### src/rtl/ctx_tx_scanner.sv
module ctx_tx_scanner #(
  parameter int IDXW       = 8,
  parameter int CURW       = 8,
  parameter int ENT_SHIFT  = 5,
  parameter int DESC_SHIFT = 3,
  parameter int OWN_BIT    = 15
) (
  input  logic        clk,
  input  logic        rst_n,
  input  logic [15:0] cfg_base_lo,
  input  logic [7:0]  cfg_base_hi,
  input  logic        scan_start,
  input  logic        poll_demand,
  output logic        mem_req,
  output logic [23:0] mem_addr,
  input  logic        mem_valid,
  input  logic [15:0] mem_rdata,
  output logic        tx_req,
  output logic [31:0] tx_dlci,
  output logic [23:0] tx_buf,
  input  logic        tx_done
);
  typedef enum logic [2:0] {S_IDLE, S_ENT, S_DESC, S_TX, S_NEXT} state_t;

  localparam logic [IDXW-1:0] FIRST_IDX = IDXW'(1);
  localparam logic [2:0]      LAST_WORD = 3'd7;
  localparam int F_READY = 0;
  localparam int F_INDEX = 1;
  localparam int F_END   = 2;

  state_t          st;
  logic [IDXW-1:0] idx, ptr, nxt_raw, nxt_idx;
  logic [2:0]      wsel, flags;
  logic [15:0]     dlci_hi, dlci_lo, buf_lo;
  logic [7:0]      buf_hi;
  logic [23:0]     ring, base_addr, ent_addr, desc_addr;
  logic [CURW-1:0] cur;
  logic            poll_pend, take, unused_bit;

  assign unused_bit = cfg_base_lo[0];
  assign base_addr  = {cfg_base_hi, cfg_base_lo[15:1], 1'b0};
  assign ent_addr   = base_addr + (24'(idx) << ENT_SHIFT) + {20'd0, wsel, 1'b0};
  assign desc_addr  = ring + (24'(cur) << DESC_SHIFT) + {22'd0, wsel[0], 1'b0};

  assign mem_req  = (st == S_ENT) || (st == S_DESC);
  assign mem_addr = (st == S_DESC) ? desc_addr : ent_addr;
  assign take     = mem_req && mem_valid && !poll_demand;
  assign tx_req   = (st == S_TX);
  assign tx_dlci  = {dlci_hi, dlci_lo};
  assign tx_buf   = {buf_hi, buf_lo};

  assign nxt_raw = flags[F_INDEX] ? ptr : (flags[F_END] ? FIRST_IDX : idx + FIRST_IDX);
  assign nxt_idx = (nxt_raw == '0) ? FIRST_IDX : nxt_raw;

  always_ff @(posedge clk) begin
    if (!rst_n) begin
      st        <= S_IDLE;
      idx       <= FIRST_IDX;
      wsel      <= '0;
      flags     <= '0;
      ptr       <= '0;
      dlci_hi   <= '0;
      dlci_lo   <= '0;
      buf_lo    <= '0;
      buf_hi    <= '0;
      ring      <= '0;
      cur       <= '0;
      poll_pend <= 1'b0;
    end else if (poll_demand && st != S_IDLE && st != S_TX) begin
      st        <= S_ENT;
      idx       <= FIRST_IDX;
      wsel      <= '0;
      poll_pend <= 1'b0;
    end else begin
      unique case (st)
        S_IDLE: if (scan_start) begin
          st   <= S_ENT;
          idx  <= FIRST_IDX;
          wsel <= '0;
        end
        S_ENT: if (take) begin
          case (wsel)
            3'd0: flags   <= mem_rdata[2:0];
            3'd1: ptr     <= mem_rdata[IDXW-1:0];
            3'd3: dlci_hi <= mem_rdata;
            3'd4: dlci_lo <= mem_rdata;
            3'd5: ring[15:0]  <= mem_rdata;
            3'd6: ring[23:16] <= mem_rdata[7:0];
            3'd7: cur     <= mem_rdata[CURW-1:0];
            default: ;
          endcase
          if (wsel == 3'd1 && !flags[F_READY]) st <= S_NEXT;
          else if (wsel == LAST_WORD) begin
            st   <= S_DESC;
            wsel <= '0;
          end else wsel <= wsel + 3'd1;
        end
        S_DESC: if (take) begin
          if (!wsel[0]) begin
            buf_lo <= mem_rdata;
            wsel   <= 3'd1;
          end else if (mem_rdata[OWN_BIT]) begin
            buf_hi <= mem_rdata[7:0];
            st     <= S_TX;
          end else st <= S_NEXT;
        end
        S_TX: begin
          if (poll_demand) poll_pend <= 1'b1;
          if (tx_done) st <= S_NEXT;
        end
        S_NEXT: begin
          idx       <= poll_pend ? FIRST_IDX : nxt_idx;
          poll_pend <= 1'b0;
          wsel      <= '0;
          st        <= S_ENT;
        end
        default: st <= S_IDLE;
      endcase
    end
  end

  assert_idle_quiet_R1: assert property (@(posedge clk) disable iff (!rst_n)
    (st == S_IDLE && !scan_start) |=> (!mem_req && !tx_req));

  assert_skip_entry0_R2: assert property (@(posedge clk) disable iff (!rst_n)
    (st == S_ENT) |-> (idx != '0));

  assert_addr_hold_R3: assert property (@(posedge clk) disable iff (!rst_n)
    (mem_req && !mem_valid && !poll_demand) |=> (mem_req && $stable(mem_addr)));

  assert_addr_even_R3: assert property (@(posedge clk) disable iff (!rst_n)
    mem_req |-> !mem_addr[0]);

  assert_tx_hold_R7: assert property (@(posedge clk) disable iff (!rst_n)
    (tx_req && !tx_done) |=> (tx_req && $stable(tx_dlci) && $stable(tx_buf)));

  assert_tx_drop_R7: assert property (@(posedge clk) disable iff (!rst_n)
    (tx_req && tx_done) |=> !tx_req);

  assert_poll_restart_R9: assert property (@(posedge clk) disable iff (!rst_n)
    (poll_demand && mem_req) |=> (mem_req && mem_addr == base_addr + (24'd1 << ENT_SHIFT)));
endmodule

### config.mk
export PLATFORM = sky130hd
export DESIGN_NAME = ctx_tx_scanner
export DESIGN_NICKNAME = d
export VERILOG_FILES = /design/src/rtl/ctx_tx_scanner.sv
export SDC_FILE = /design/constraint.sdc
export NUM_CORES = 1
export LEC_CHECK = 0
export CAP_MARGIN = 20
export CORE_ASPECT_RATIO = 1.1
export CORE_MARGIN = 2
export CORE_UTILIZATION = 53
export DETAILED_ROUTE_END_ITERATION = 16
export PLACE_DENSITY = 0.87
export SYNTH_ARGS = -nofsm -noshare
export SYNTH_HDL_FRONTEND = slang
export SYNTH_SLANG_ARGS = --single-unit
### constraint.sdc
create_clock -name clk -period 4.51 [get_ports clk]
set_input_delay 1.1275 -clock clk [delete_from_list [all_inputs] [get_ports clk]]
set_output_delay 1.1275 -clock clk [all_outputs]
set_load 0.01 [all_outputs]
======== Word-level counts from Yosys, hierarchy flattened ========
Index checks and enable logic that the tools add are counted.
operators by class
  multiplexer cells ....................... 26
  equality and inequality tests ........... 26
  add/sub/neg operators ................... 6
  reductions and logical operators ........ 31
  bitwise operators ....................... 3
operator list
  cell                                                                     number
  3-bit two-way mux                                                        14
  8-bit two-way mux                                                        5
  4-bit AND reduction                                                      8
  24-bit by 11-bit adder with 24-bit output                                1
  24-bit by 13-bit adder with 24-bit output                                1
  24-bit by 2-bit adder with 24-bit output                                 1
  24-bit by 4-bit adder with 24-bit output                                 1
  24-bit two-way mux                                                       1
  6-bit AND reduction                                                      3
  8-bit one-hot mux with 2 select lines                                    1
  3-bit == test, second input constant                                     5
  3-bit one-hot mux with 5 select lines                                    1
  2-bit inequality test, second input constant                             7
  3-bit by 2-bit inequality test with 1-bit output, second input constant  4
  3-bit one-hot mux with 4 select lines                                    1
  5-bit AND reduction                                                      2
  3-bit by 2-bit == test with 1-bit output, second input constant          3
  8-bit by 1-bit adder with 8-bit output, second input constant            1
  8-bit zero test                                                          1
  3-bit by 1-bit == test with 1-bit output, second input constant          2
  3-bit zero test                                                          2
  3-bit by 1-bit inequality test with 1-bit output, second input constant  2
  1-bit logical AND                                                        5
  4-bit by 1-bit inequality test with 1-bit output, second input constant  1
  13 further kinds                                                         19
word-level totals
  logic and storage cells ................. 107
  register bits after elaboration ......... 114

======== Longest topological paths before layout ========
Gate-level depths: netlist (run 1).
  depth in word-level cells ............... 7
  gate-level depth with buffers ........... 9
  depth with buffers taken out ............ 9

======== Worst setup path after synthesis (run 1) ========
OpenSTA, ideal clock, no wires.
  path type ............................... input to output
  start ................................... input cfg_base_lo[1]
  end ..................................... output mem_addr[19]
  stages on the path ...................... 9
  path slack .............................. 0.547 ns
  required time ........................... 3.383 ns
  data arrival time ....................... 2.836 ns
  cells stage by stage .................... ha_1 -> inv_1 -> fa_1 -> nor2b_1 -> o2111ai_1 -> nand3_1 -> a21oi_2 -> or4_1 -> o211ai_1
between the ends
  word-level cells in the longest chain between the ends .. 3
RTL lines
  item                                       RTL line  RTL
  start, declared                            10        input logic [15:0] cfg_base_lo,
  24-bit by 13-bit adder with 24-bit output  42        assign ent_addr = base_addr + (24'(idx) << ENT_SHIFT) + {20'd0, wsel, 1'b0};
  24-bit by 4-bit adder with 24-bit output   42
  24-bit two-way mux                         46        assign mem_addr = (st == S_DESC) ? desc_addr : ent_addr;
  end, declared                              15        output logic [23:0] mem_addr,
Every way passes these cells.

======== Worst setup path after layout (run 1) ========
  start ................................... input cfg_base_lo[1]
  end ..................................... output mem_addr[15]
Same word-level chain as after synthesis.

==> impl_table.tex, run 1 <==
\begin{tabular}{lr}
\hline
Metric & Value \\
\hline
\multicolumn{2}{l}{\textbf{Run status}} \\
\quad Status & finished clean \\
\multicolumn{2}{l}{\textbf{Clock tree}} \\
\quad Worst-path clk slew & roughly 0.06 ns \\
\quad Clk sinks & 114 \\
\quad Post-CTS Setup Bufs & 0 \\
\quad Clock buffer count from CTS & 17 \\
\quad TritonCTS clock tree & done \\
\quad Root buf cell & clkbuf\_16 \\
\quad H-tree depth & 4 \\
\quad Max clock buf depth & 2 \\
\quad Clock latency on the worst-skew pair & between 0.4 and 0.5 ns \\
\multicolumn{2}{l}{\textbf{GRT}} \\
\quad Grt ovf & 0 \\
\quad Antenna violations before repair & 0 \\
\quad Routing usage on met3 & approximately 6.2\% \\
\quad Wire length of the first global-routing pass & slightly above 30000 um \\
\quad Total global routing track utilization & roughly 28\% \\
\quad Met2 layer usage reported by global route & about half \\
\quad Global routing met1 resource utilization & 33.4\% \\
\quad Largest net degree at the start of global routing & 102 \\
\quad Number of global-route vias before repair & just over 6000 \\
\quad Most crowded layer after global routing & met2 \\
\multicolumn{2}{l}{\textbf{Synthesis}} \\
\quad Post-Syn Area per Cell & just over 8 um2 \\
\quad Most frequent cells after synthesis & 173 x nand2\_1, 114 x dfxtp\_1, 54 x a21boi\_0 \\
\quad FF+latch count, synth & between 100 and 150 \\
\quad Leading post-synthesis cells by cell area & dfxtp\_1 34\%, nand2\_1 9.6\%, a21boi\_0 6.0\%, ha\_1 5.2\%, mux2i\_1 3.6\% \\
\quad Number of enable flip-flop cells after synthesis & 0 \\
\quad Library cell with the highest instance count after synthesis & nand2\_1 \\
\quad Sequential-to-total area share from yosys stat & about a third \\
\quad Top cell type's share of synthesized area & between 30\% and 40\% \\
\quad Synthesized cell area & between 0.006 and 0.007 mm2 \\
\quad Distinct cells, synth & 76 \\
\quad Synthesis Warnings & 0 \\
\quad Synthesized instance count & between 800 and 900 \\
\quad Share of async-settable or async-resettable flops after synthesis & 0\% \\
\quad Commonest register cell after synthesis & dfxtp\_1 \\
\quad Number of nets in the synthesized netlist & around 910 \\
\quad Area leader, netlist & dfxtp\_1 \\
\multicolumn{2}{l}{\textbf{Timing}} \\
\quad Final critical-path share of the clock period & 98.8\% \\
\quad Final clock skew & between 0.009 and 0.01 ns \\
\quad Pins Over Slew Limit & 0 \\
\quad Actual transition at the worst max-transition pin & 1.09 ns \\
\quad Maximum frequency from static timing analysis & between 0.2 and 0.25 GHz \\
\quad Clock period minus worst slack & between 4 and 5 ns \\
\quad Slew margin rel. & between 20 and 30\% \\
\quad Count of final hold-check violations & 0 \\
\quad Smallest setup slack after layout & 0.0557 ns \\
\quad Finish-stage setup viols & 0 \\
\quad Setup total negative slack & 0 ns \\
\multicolumn{2}{l}{\textbf{Placed design}} \\
\quad Dpl hpwl & roughly 13000 um \\
\quad IO buf count & approximately 130 \\
\quad Post-place instance area & 0.00829 mm2 \\
\quad Placer Congestion & between 0.9 and 1 \\
\quad Placed Cells & 1108 \\
\quad Worst setup timing slack at the placement stage & -0.611 ns \\
\multicolumn{2}{l}{\textbf{Detailed routing}} \\
\quad Vias & 6581 \\
\quad Via density per instance & a little under 6 \\
\quad Total wire length after detailed routing & between 15000 and 20000 um \\
\quad Post-detailed-route count of antenna-violating nets & 0 \\
\quad 1st-iter DRT viols & between 400 and 500 \\
\quad Routed len/inst & roughly 17 um \\
\quad \# DRC & 0 \\
\quad Number of iterations in the first detailed-routing pass & 5 \\
\multicolumn{2}{l}{\textbf{Cells and area}} \\
\quad Nets & $\sim$1000 \\
\quad Total area of sequential cells & roughly 0.0023 mm2 \\
\quad Count of filler cells inserted in the layout & approximately 940 \\
\quad Ant diodes & 0 \\
\quad Post-route insts no fill & roughly 1100 \\
\quad Share of cells above drive strength 1 & a little over an eighth \\
\quad Multi-input combinational cell area & between 0.004 and 0.005 mm2 \\
\quad Final cell area excluding filler cells & slightly above 0.009 mm2 \\
\quad Growth of design area from synthesis to finish & 34.8\% \\
\multicolumn{2}{l}{\textbf{Flow run}} \\
\quad Max-capacitance violation count & 0 \\
\multicolumn{2}{l}{\textbf{Floorplanning}} \\
\quad Vert. Die Dim & around 120 um \\
\quad Area of the die & $\sim$0.014 mm2 \\
\quad Floorplan row count & 43 \\
\quad Initial core utilization & 53.8\% \\
\quad Die X-Extent & around 110 um \\
\quad Core region area & roughly 0.013 mm2 \\
\quad Number of top-level pins & $\sim$130 \\
\multicolumn{2}{l}{\textbf{Worst setup path}} \\
\quad Critical path class & input pin to primary output \\
\quad Data required time at the worst endpoint & roughly 3.4 ns \\
\quad Critical Path End Type & primary output \\
\quad Max FO, Critical Path & 4 \\
\quad Worst setup SP type & input pin \\
\quad Arrival time of data at the critical path endpoint & 3.33 ns \\
\multicolumn{2}{l}{\textbf{Pwr}} \\
\quad Power per cell area & approximately 330 mW/mm2 \\
\quad Static leakage & between 3 and 4 nW \\
\quad Total Power & 2.99 mW \\
\quad Maximum ir drop on the vdd rail & between 0.2 and 0.3 mV \\
\multicolumn{2}{l}{\textbf{Worst hold path}} \\
\quad Path class of the lowest-slack min-delay path & register to register \\
\hline
\end{tabular}
-- worst paths after layout --
check	from	to	slack (ns)	cells after the start
max	cfg_base_lo[1]	mem_addr[15]	0.06	11
min	buf_lo[9]$_SDFFE_PN0P_	buf_lo[9]$_SDFFE_PN0P_	0.45	2
max reg2reg	st[1]$_SDFFE_PP0P_	buf_lo[3]$_SDFFE_PN0P_	1.71	6
min reg2reg	buf_lo[9]$_SDFFE_PN0P_	buf_lo[9]$_SDFFE_PN0P_	0.45	2
-- layout make-up --
class	count	share of cell area [%]
sequential	114	25.1
clock buffer	18	4.71
inverter	14	0.577
tap	157	2.16
timing repair buffer	170	17.1
clock inverter	14	2.50
multi-input combinational	653	47.9
-- worst max-delay path, cell delays in order --
cell,delay [ns]
dlygate4sd2_1,0.25
ha_2,0.20
inv_1,0.06
fa_2,0.37
nor2b_4,0.17
o2111ai_4,0.17
a311oi_2,0.28
nor2_1,0.08
xor2_1,0.23
mux2i_1,0.10
dlygate4sd2_1,0.29
-- layer usage --
layer	up-vias	share of wire, %	routed length [um]
met1	3078	41	8040
met2	246	49	9530
met3	53	6.8	1320
met4	0	3.1	608
met5	-	0	0
li1	3204	-	-
-- layout by cell type, fill, tap and decap left out, types with 6 or more instances in the layout --
cell type and n:
o21ai_1 7, ha_1 21, inv_1 14, xor2_1 16
and4_1 6, nand4_1 10, dfxtp_1 114, a22oi_1 8
xnor2_1 21, clkdlybuf4s50_1 102, a21boi_0 54, o21ai_0 12
nor2b_1 21, buf_4 44, nor3_1 9, clkbuf_16 17
a21oi_1 27, dlygate4sd2_1 12, nand3_1 44, a21boi_1 31
nor2_1 44, nand2_1 173, and3_1 7, mux2i_1 24
o211ai_1 9
-- report_power, final --
| group | switching [mW] | internal [mW] | total, mW |
|---|---|---|---|
| Sequential | 0.0212 | 1.02 | 1.04 |
| Combinational | 0.250 | 0.214 | 0.463 |
| Clock | 0.498 | 0.990 | 1.49 |
-- per-stage QoR --
| stage | util (%) | hold WS, ns |
|---|---|---|
| detailed placement | 66.1 | 0.444 |
| global placement | 66.1 | 0.439 |
| global route | 72.6 | 0.471 |
| CTS | 71.6 | 0.451 |
| floorplan | - | 0.439 |
| finish | 72.6 | 0.452 |
-- cells by family (layout without fill, tap and decap cells) --
family	after synthesis	count (layout)	share of synthesized area [%]
flip-flops	114	114	33.8
XOR/XNOR	37	37	4.80
AND/OR/NAND/NOR	356	356	25.5
multiplexers	26	26	3.89
adder cells (fa/ha/maj)	29	29	5.49
buffers and inverters	69	216	4.47
AO/OA/AOI/OAI	205	205	22.1
-- flip-flops by register name, summed over array words and instances (netlist names) --
signal,flops
buf_hi,8
buf_lo,16
cur,8
dlci_hi,16
dlci_lo,16
flags,3
idx,8
poll_pend,1
ptr,8
ring,24
st,3
wsel,3
-- timing repair --
action / in CTS / in global routing
pin swaps: 9 / 10
endpoints found under the setup margin: 19 / 14
resized for setup: 42 / 32
hold buffers: 0 / 0
cloned: 0 / 0
(Power assumes the default switching activity.)
==> run 2, diff against run 1 <==
--- a/config.mk
+++ b/config.mk
@@ -7,10 +7,11 @@
 export LEC_CHECK = 0
 export CAP_MARGIN = 20
 export CORE_ASPECT_RATIO = 1.1
-export CORE_MARGIN = 2
+export CORE_MARGIN = 5
 export CORE_UTILIZATION = 53
 export DETAILED_ROUTE_END_ITERATION = 16
 export PLACE_DENSITY = 0.87
+export REMOVE_ABC_BUFFERS = 1
 export SYNTH_ARGS = -nofsm -noshare
 export SYNTH_HDL_FRONTEND = slang
 export SYNTH_SLANG_ARGS = --single-unit
==> run 2 against run 1 <==
  * Clock skew increased by 0.0019 ns
  * Wire length increased by 2.2%
  * Design area decreased by 1.0%
  * Maximum frequency increased by 0.34%
  * Core utilization decreased by 0.73 points
  * Count of clock-buffer cells in the layout increased by 3
  * Non-clock buffer count decreased by 1
  * Register-to-register slack about the same
  * Critical path depth decreased by 1
  * Critical endpoint is now mem_addr[12]
  * Largest cell class unchanged
==> impl_table.tex, run 2 (synthesized netlist as in run 1, its figures left out) <==
\begin{tabular}{lr}
\hline
Metric & Value \\
\hline
\multicolumn{2}{l}{\textbf{Worst setup path}} \\
\quad Standard cell with the maximum stage delay on the critical path & clkdlybuf4s50\_1 (was fa\_2) \\
\quad Worst path buffer plus inverter count & 3 (unchanged) \\
\quad Cell family with most CP delay & buffers and inverters (unchanged) \\
\quad Critical path, cell by cell & clkdlybuf4s50\_1 > ha\_4 > buf\_4 > a21o\_1 > a21oi\_2 > a21boi\_2 > nor2\_1 > xnor2\_1 > mux2\_2 > dlygate4sd2\_1 (was dlygate4sd2\_1 > ha\_2 > inv\_1 > fa\_2 > nor2b\_4 > o2111ai\_4 > a311oi\_2 > nor2\_1 > xor2\_1 > mux2i\_1 > dlygate4sd2\_1) \\
\quad Arrival time of data at the critical path endpoint & 3.31 ns (was 3.33 ns) \\
\quad Peak per-stage delay on the critical path & 0.52 ns (was 0.37 ns) \\
\quad Critical path class & input pin to primary output (unchanged) \\
\quad Critical Path End Type & primary output (unchanged) \\
\quad Data required time at the worst endpoint & 3.38 ns (about the same) \\
\quad Worst setup SP type & input pin (unchanged) \\
\quad Max FO, Critical Path & 3 (was 4) \\
\multicolumn{2}{l}{\textbf{Cells and area}} \\
\quad Growth of design area from synthesis to finish & 33.5\% (was 34.8\%) \\
\quad Number of flip-flops under the largest register name & 24 (unchanged) \\
\quad Nets & 1044 (was 1045) \\
\quad Post-route insts no fill & 1138 (was 1140) \\
\quad Top reg by flops & ring (unchanged) \\
\quad Most common library cell in the layout ignoring fill and taps & nand2\_1 (unchanged) \\
\quad Ant diodes & 0 (unchanged) \\
\quad Final design utilization & 71.9\% (was 72.6\%) \\
\quad Share of cells above drive strength 1 & 12.9\% (was 13.2\%) \\
\quad Commonest non-fill, non-tap cells in the layout & 173 x nand2\_1, 114 x dfxtp\_1, 102 x clkdlybuf4s50\_1 (unchanged) \\
\multicolumn{2}{l}{\textbf{Pwr}} \\
\quad Maximum ir drop on the vdd rail & 0.230 mV (was 0.293 mV) \\
\quad Relative contribution of sequential cells to total power & 37.5\% (was 34.8\%) \\
\quad Static leakage & 3.34 nW (was 3.40 nW) \\
\quad Power per cell area & 308 mW/mm2 (was 329 mW/mm2) \\
\quad Proportion of total power due to net switching & 26.1\% (was 25.7\%) \\
\quad Clock network power share & 45.9\% (was 49.7\%) \\
\quad Internal power & 2.05 mW (was 2.22 mW) \\
\quad Logic pwr share & 16.7\% (was 15.5\%) \\
\quad Psw & 725 uW (was 769 uW) \\
\multicolumn{2}{l}{\textbf{Timing}} \\
\quad Pins Over Slew Limit & 0 (unchanged) \\
\quad Final clock skew & 0.0113 ns (was 0.00937 ns) \\
\quad Slew margin rel. & 36.0\% (was 27.1\%) \\
\quad Clock period minus worst slack & 4.44 ns (was 4.45 ns) \\
\quad Maximum frequency from static timing analysis & 0.225 GHz (about the same) \\
\quad Count of final hold-check violations & 0 (unchanged) \\
\quad Final critical-path share of the clock period & 98.4\% (was 98.8\%) \\
\quad Finish-stage setup viols & 0 (unchanged) \\
\quad Actual transition at the worst max-transition pin & 0.960 ns (was 1.09 ns) \\
\quad RSZ-0062 raised after global routing & true \\
\multicolumn{2}{l}{\textbf{Run status}} \\
\quad Status & finished clean (unchanged) \\
\multicolumn{2}{l}{\textbf{Placed design}} \\
\quad Dpl hpwl & 13600 um (was 13100 um) \\
\quad Placed Cells & 1105 (was 1108) \\
\quad Placer Congestion & 0.883 (was 0.922) \\
\quad IO buf count & 126 (unchanged) \\
\multicolumn{2}{l}{\textbf{Clock tree}} \\
\quad H-tree depth & 4 (unchanged) \\
\quad Clk sinks & 114 (unchanged) \\
\quad Clock latency on the worst-skew pair & 0.41 ns (about the same) \\
\quad Root buf cell & clkbuf\_16 (unchanged) \\
\quad Max clock buf depth & 2 (unchanged) \\
\quad Number of buffers inserted for hold repair after clock tree synthesis & 0 (unchanged) \\
\quad TritonCTS clock tree & done (unchanged) \\
\quad Clock buffer count from CTS & 17 (unchanged) \\
\quad Worst-path clk slew & 0.05 ns (was 0.06 ns) \\
\multicolumn{2}{l}{\textbf{GRT}} \\
\quad Largest net degree at the start of global routing & 77 (was 102) \\
\quad Number of global-route vias before repair & 6405 (was 6212) \\
\quad Wire length of the first global-routing pass & 32200 um (was 30500 um) \\
\quad Antenna violations before repair & 0 (unchanged) \\
\quad Total global routing track utilization & 25.9\% (was 27.7\%) \\
\quad Grt ovf & 0 (unchanged) \\
\multicolumn{2}{l}{\textbf{Worst hold path}} \\
\quad Path class of the lowest-slack min-delay path & register to register (unchanged) \\
\multicolumn{2}{l}{\textbf{Floorplanning}} \\
\quad Number of top-level pins & 128 (unchanged) \\
\quad Vert. Die Dim & 128 um (was 122 um) \\
\quad Floorplan row count & 43 (unchanged) \\
\quad Area of the die & 0.0151 mm2 (was 0.0137 mm2) \\
\quad Initial core utilization & 53.8\% (unchanged) \\
\quad Core region area & 0.0125 mm2 (unchanged) \\
\quad Die X-Extent & 118 um (was 112 um) \\
\multicolumn{2}{l}{\textbf{Detailed routing}} \\
\quad Number of iterations in the first detailed-routing pass & 5 (unchanged) \\
\quad Post-detailed-route count of antenna-violating nets & 0 (unchanged) \\
\quad 1st-iter DRT viols & 624 (was 492) \\
\quad Routed len/inst & 17.5 um (was 17.1 um) \\
\quad Vias & 6607 (was 6581) \\
\quad Total wire length after detailed routing & 19900 um (was 19500 um) \\
\quad Via density per instance & 5.81 (was 5.77) \\
\quad \# DRC & 0 (unchanged) \\
\multicolumn{2}{l}{\textbf{Flow run}} \\
\quad Max-capacitance violation count & 0 (unchanged) \\
\hline
\end{tabular}
[run 2: changes by cell type in the layout (fill, tap and decap cells not counted), moves of 2 or more]
cell        change
clkinv_4        -4
clkbuf_1        +2
ha_4            +2
bufinv_16       -3
inv_6           -2
clkinv_2        +3
clkinvlp_4      +3
[run 2: timing repair]
action,in CTS,in global routing
pin swaps,8,13
setup buffers,1,1
endpoints found under the setup margin,20,16
hold endpoints to repair,0,0
resized for setup,57,18
[run 2: metrics by stage]
step | hold WS [ns] | setup slack (ns) | setup TNS [ns] | total power, mW | cell area, um2
6_report | 0.450 | 0.0707 | 0 | 2.78 | 9010
5_1_grt | 0.471 | -0.0461 | -0.0714 | 2.88 | 9010
4_1_cts | 0.452 | 0.0166 | 0 | 2.78 | 8920
3_5_place_dp | 0.445 | -0.698 | -7.86 | 1.52 | 8270
3_3_place_gp | 0.440 | -0.626 | -7.08 | 1.51 | 8270
2_1_floorplan | 0.439 | 0.547 | 0 | 1.29 | 6500
[run 2: layer usage]
metal,vias up,part of all wire [%],global-route usage (%)
li1,3202,-,-
met1,3124,41,30.9
met2,239,49,45.4
met3,42,6.4,5.45
met4,0,2.9,10.9
met5,-,0,0
[run 2: area by class of cell]
class                      count  area, um2
multi-input combinational    653       4370
fill                         939       3520
sequential                   114       2280
timing repair buffer         169       1550
clock buffer                  21        450
tap                          157        196
clock inverter                10        111
inverter                      14       52.6
[run 2: path summary, 6_finish.rpt]
kind                          startpoint                endpoint  slack (ns)  cells past startpoint
setup / recovery          cfg_base_lo[6]            mem_addr[12]        0.07                     10
hold / removal    buf_lo[9]$_SDFFE_PN0P_  buf_lo[9]$_SDFFE_PN0P_        0.45                      2
setup reg to reg      st[1]$_SDFFE_PP0P_  buf_lo[4]$_SDFFE_PN0P_        1.71                      6
hold reg to reg   buf_lo[9]$_SDFFE_PN0P_  buf_lo[9]$_SDFFE_PN0P_        0.45                      2
[run 2: worst reg2reg max path, stage by stage (launching register included)]
cell and delay (ns):
dfxtp_1 0.59, nor2b_2 0.27, nand2b_1 0.52, buf_4 0.40, or3_1 0.64, nand2_1 0.17
a21boi_0 0.10
[run 2: power by group through the flow]
stage,Sequential (mW),Clock [mW],Combinational [mW]
2_1_floorplan,1.06,0,0.223
4_1_cts,1.04,1.29,0.454
5_1_grt,1.04,1.34,0.499
3_3_place_gp,1.06,0,0.452
6_report,1.04,1.27,0.463
3_5_place_dp,1.06,0,0.457
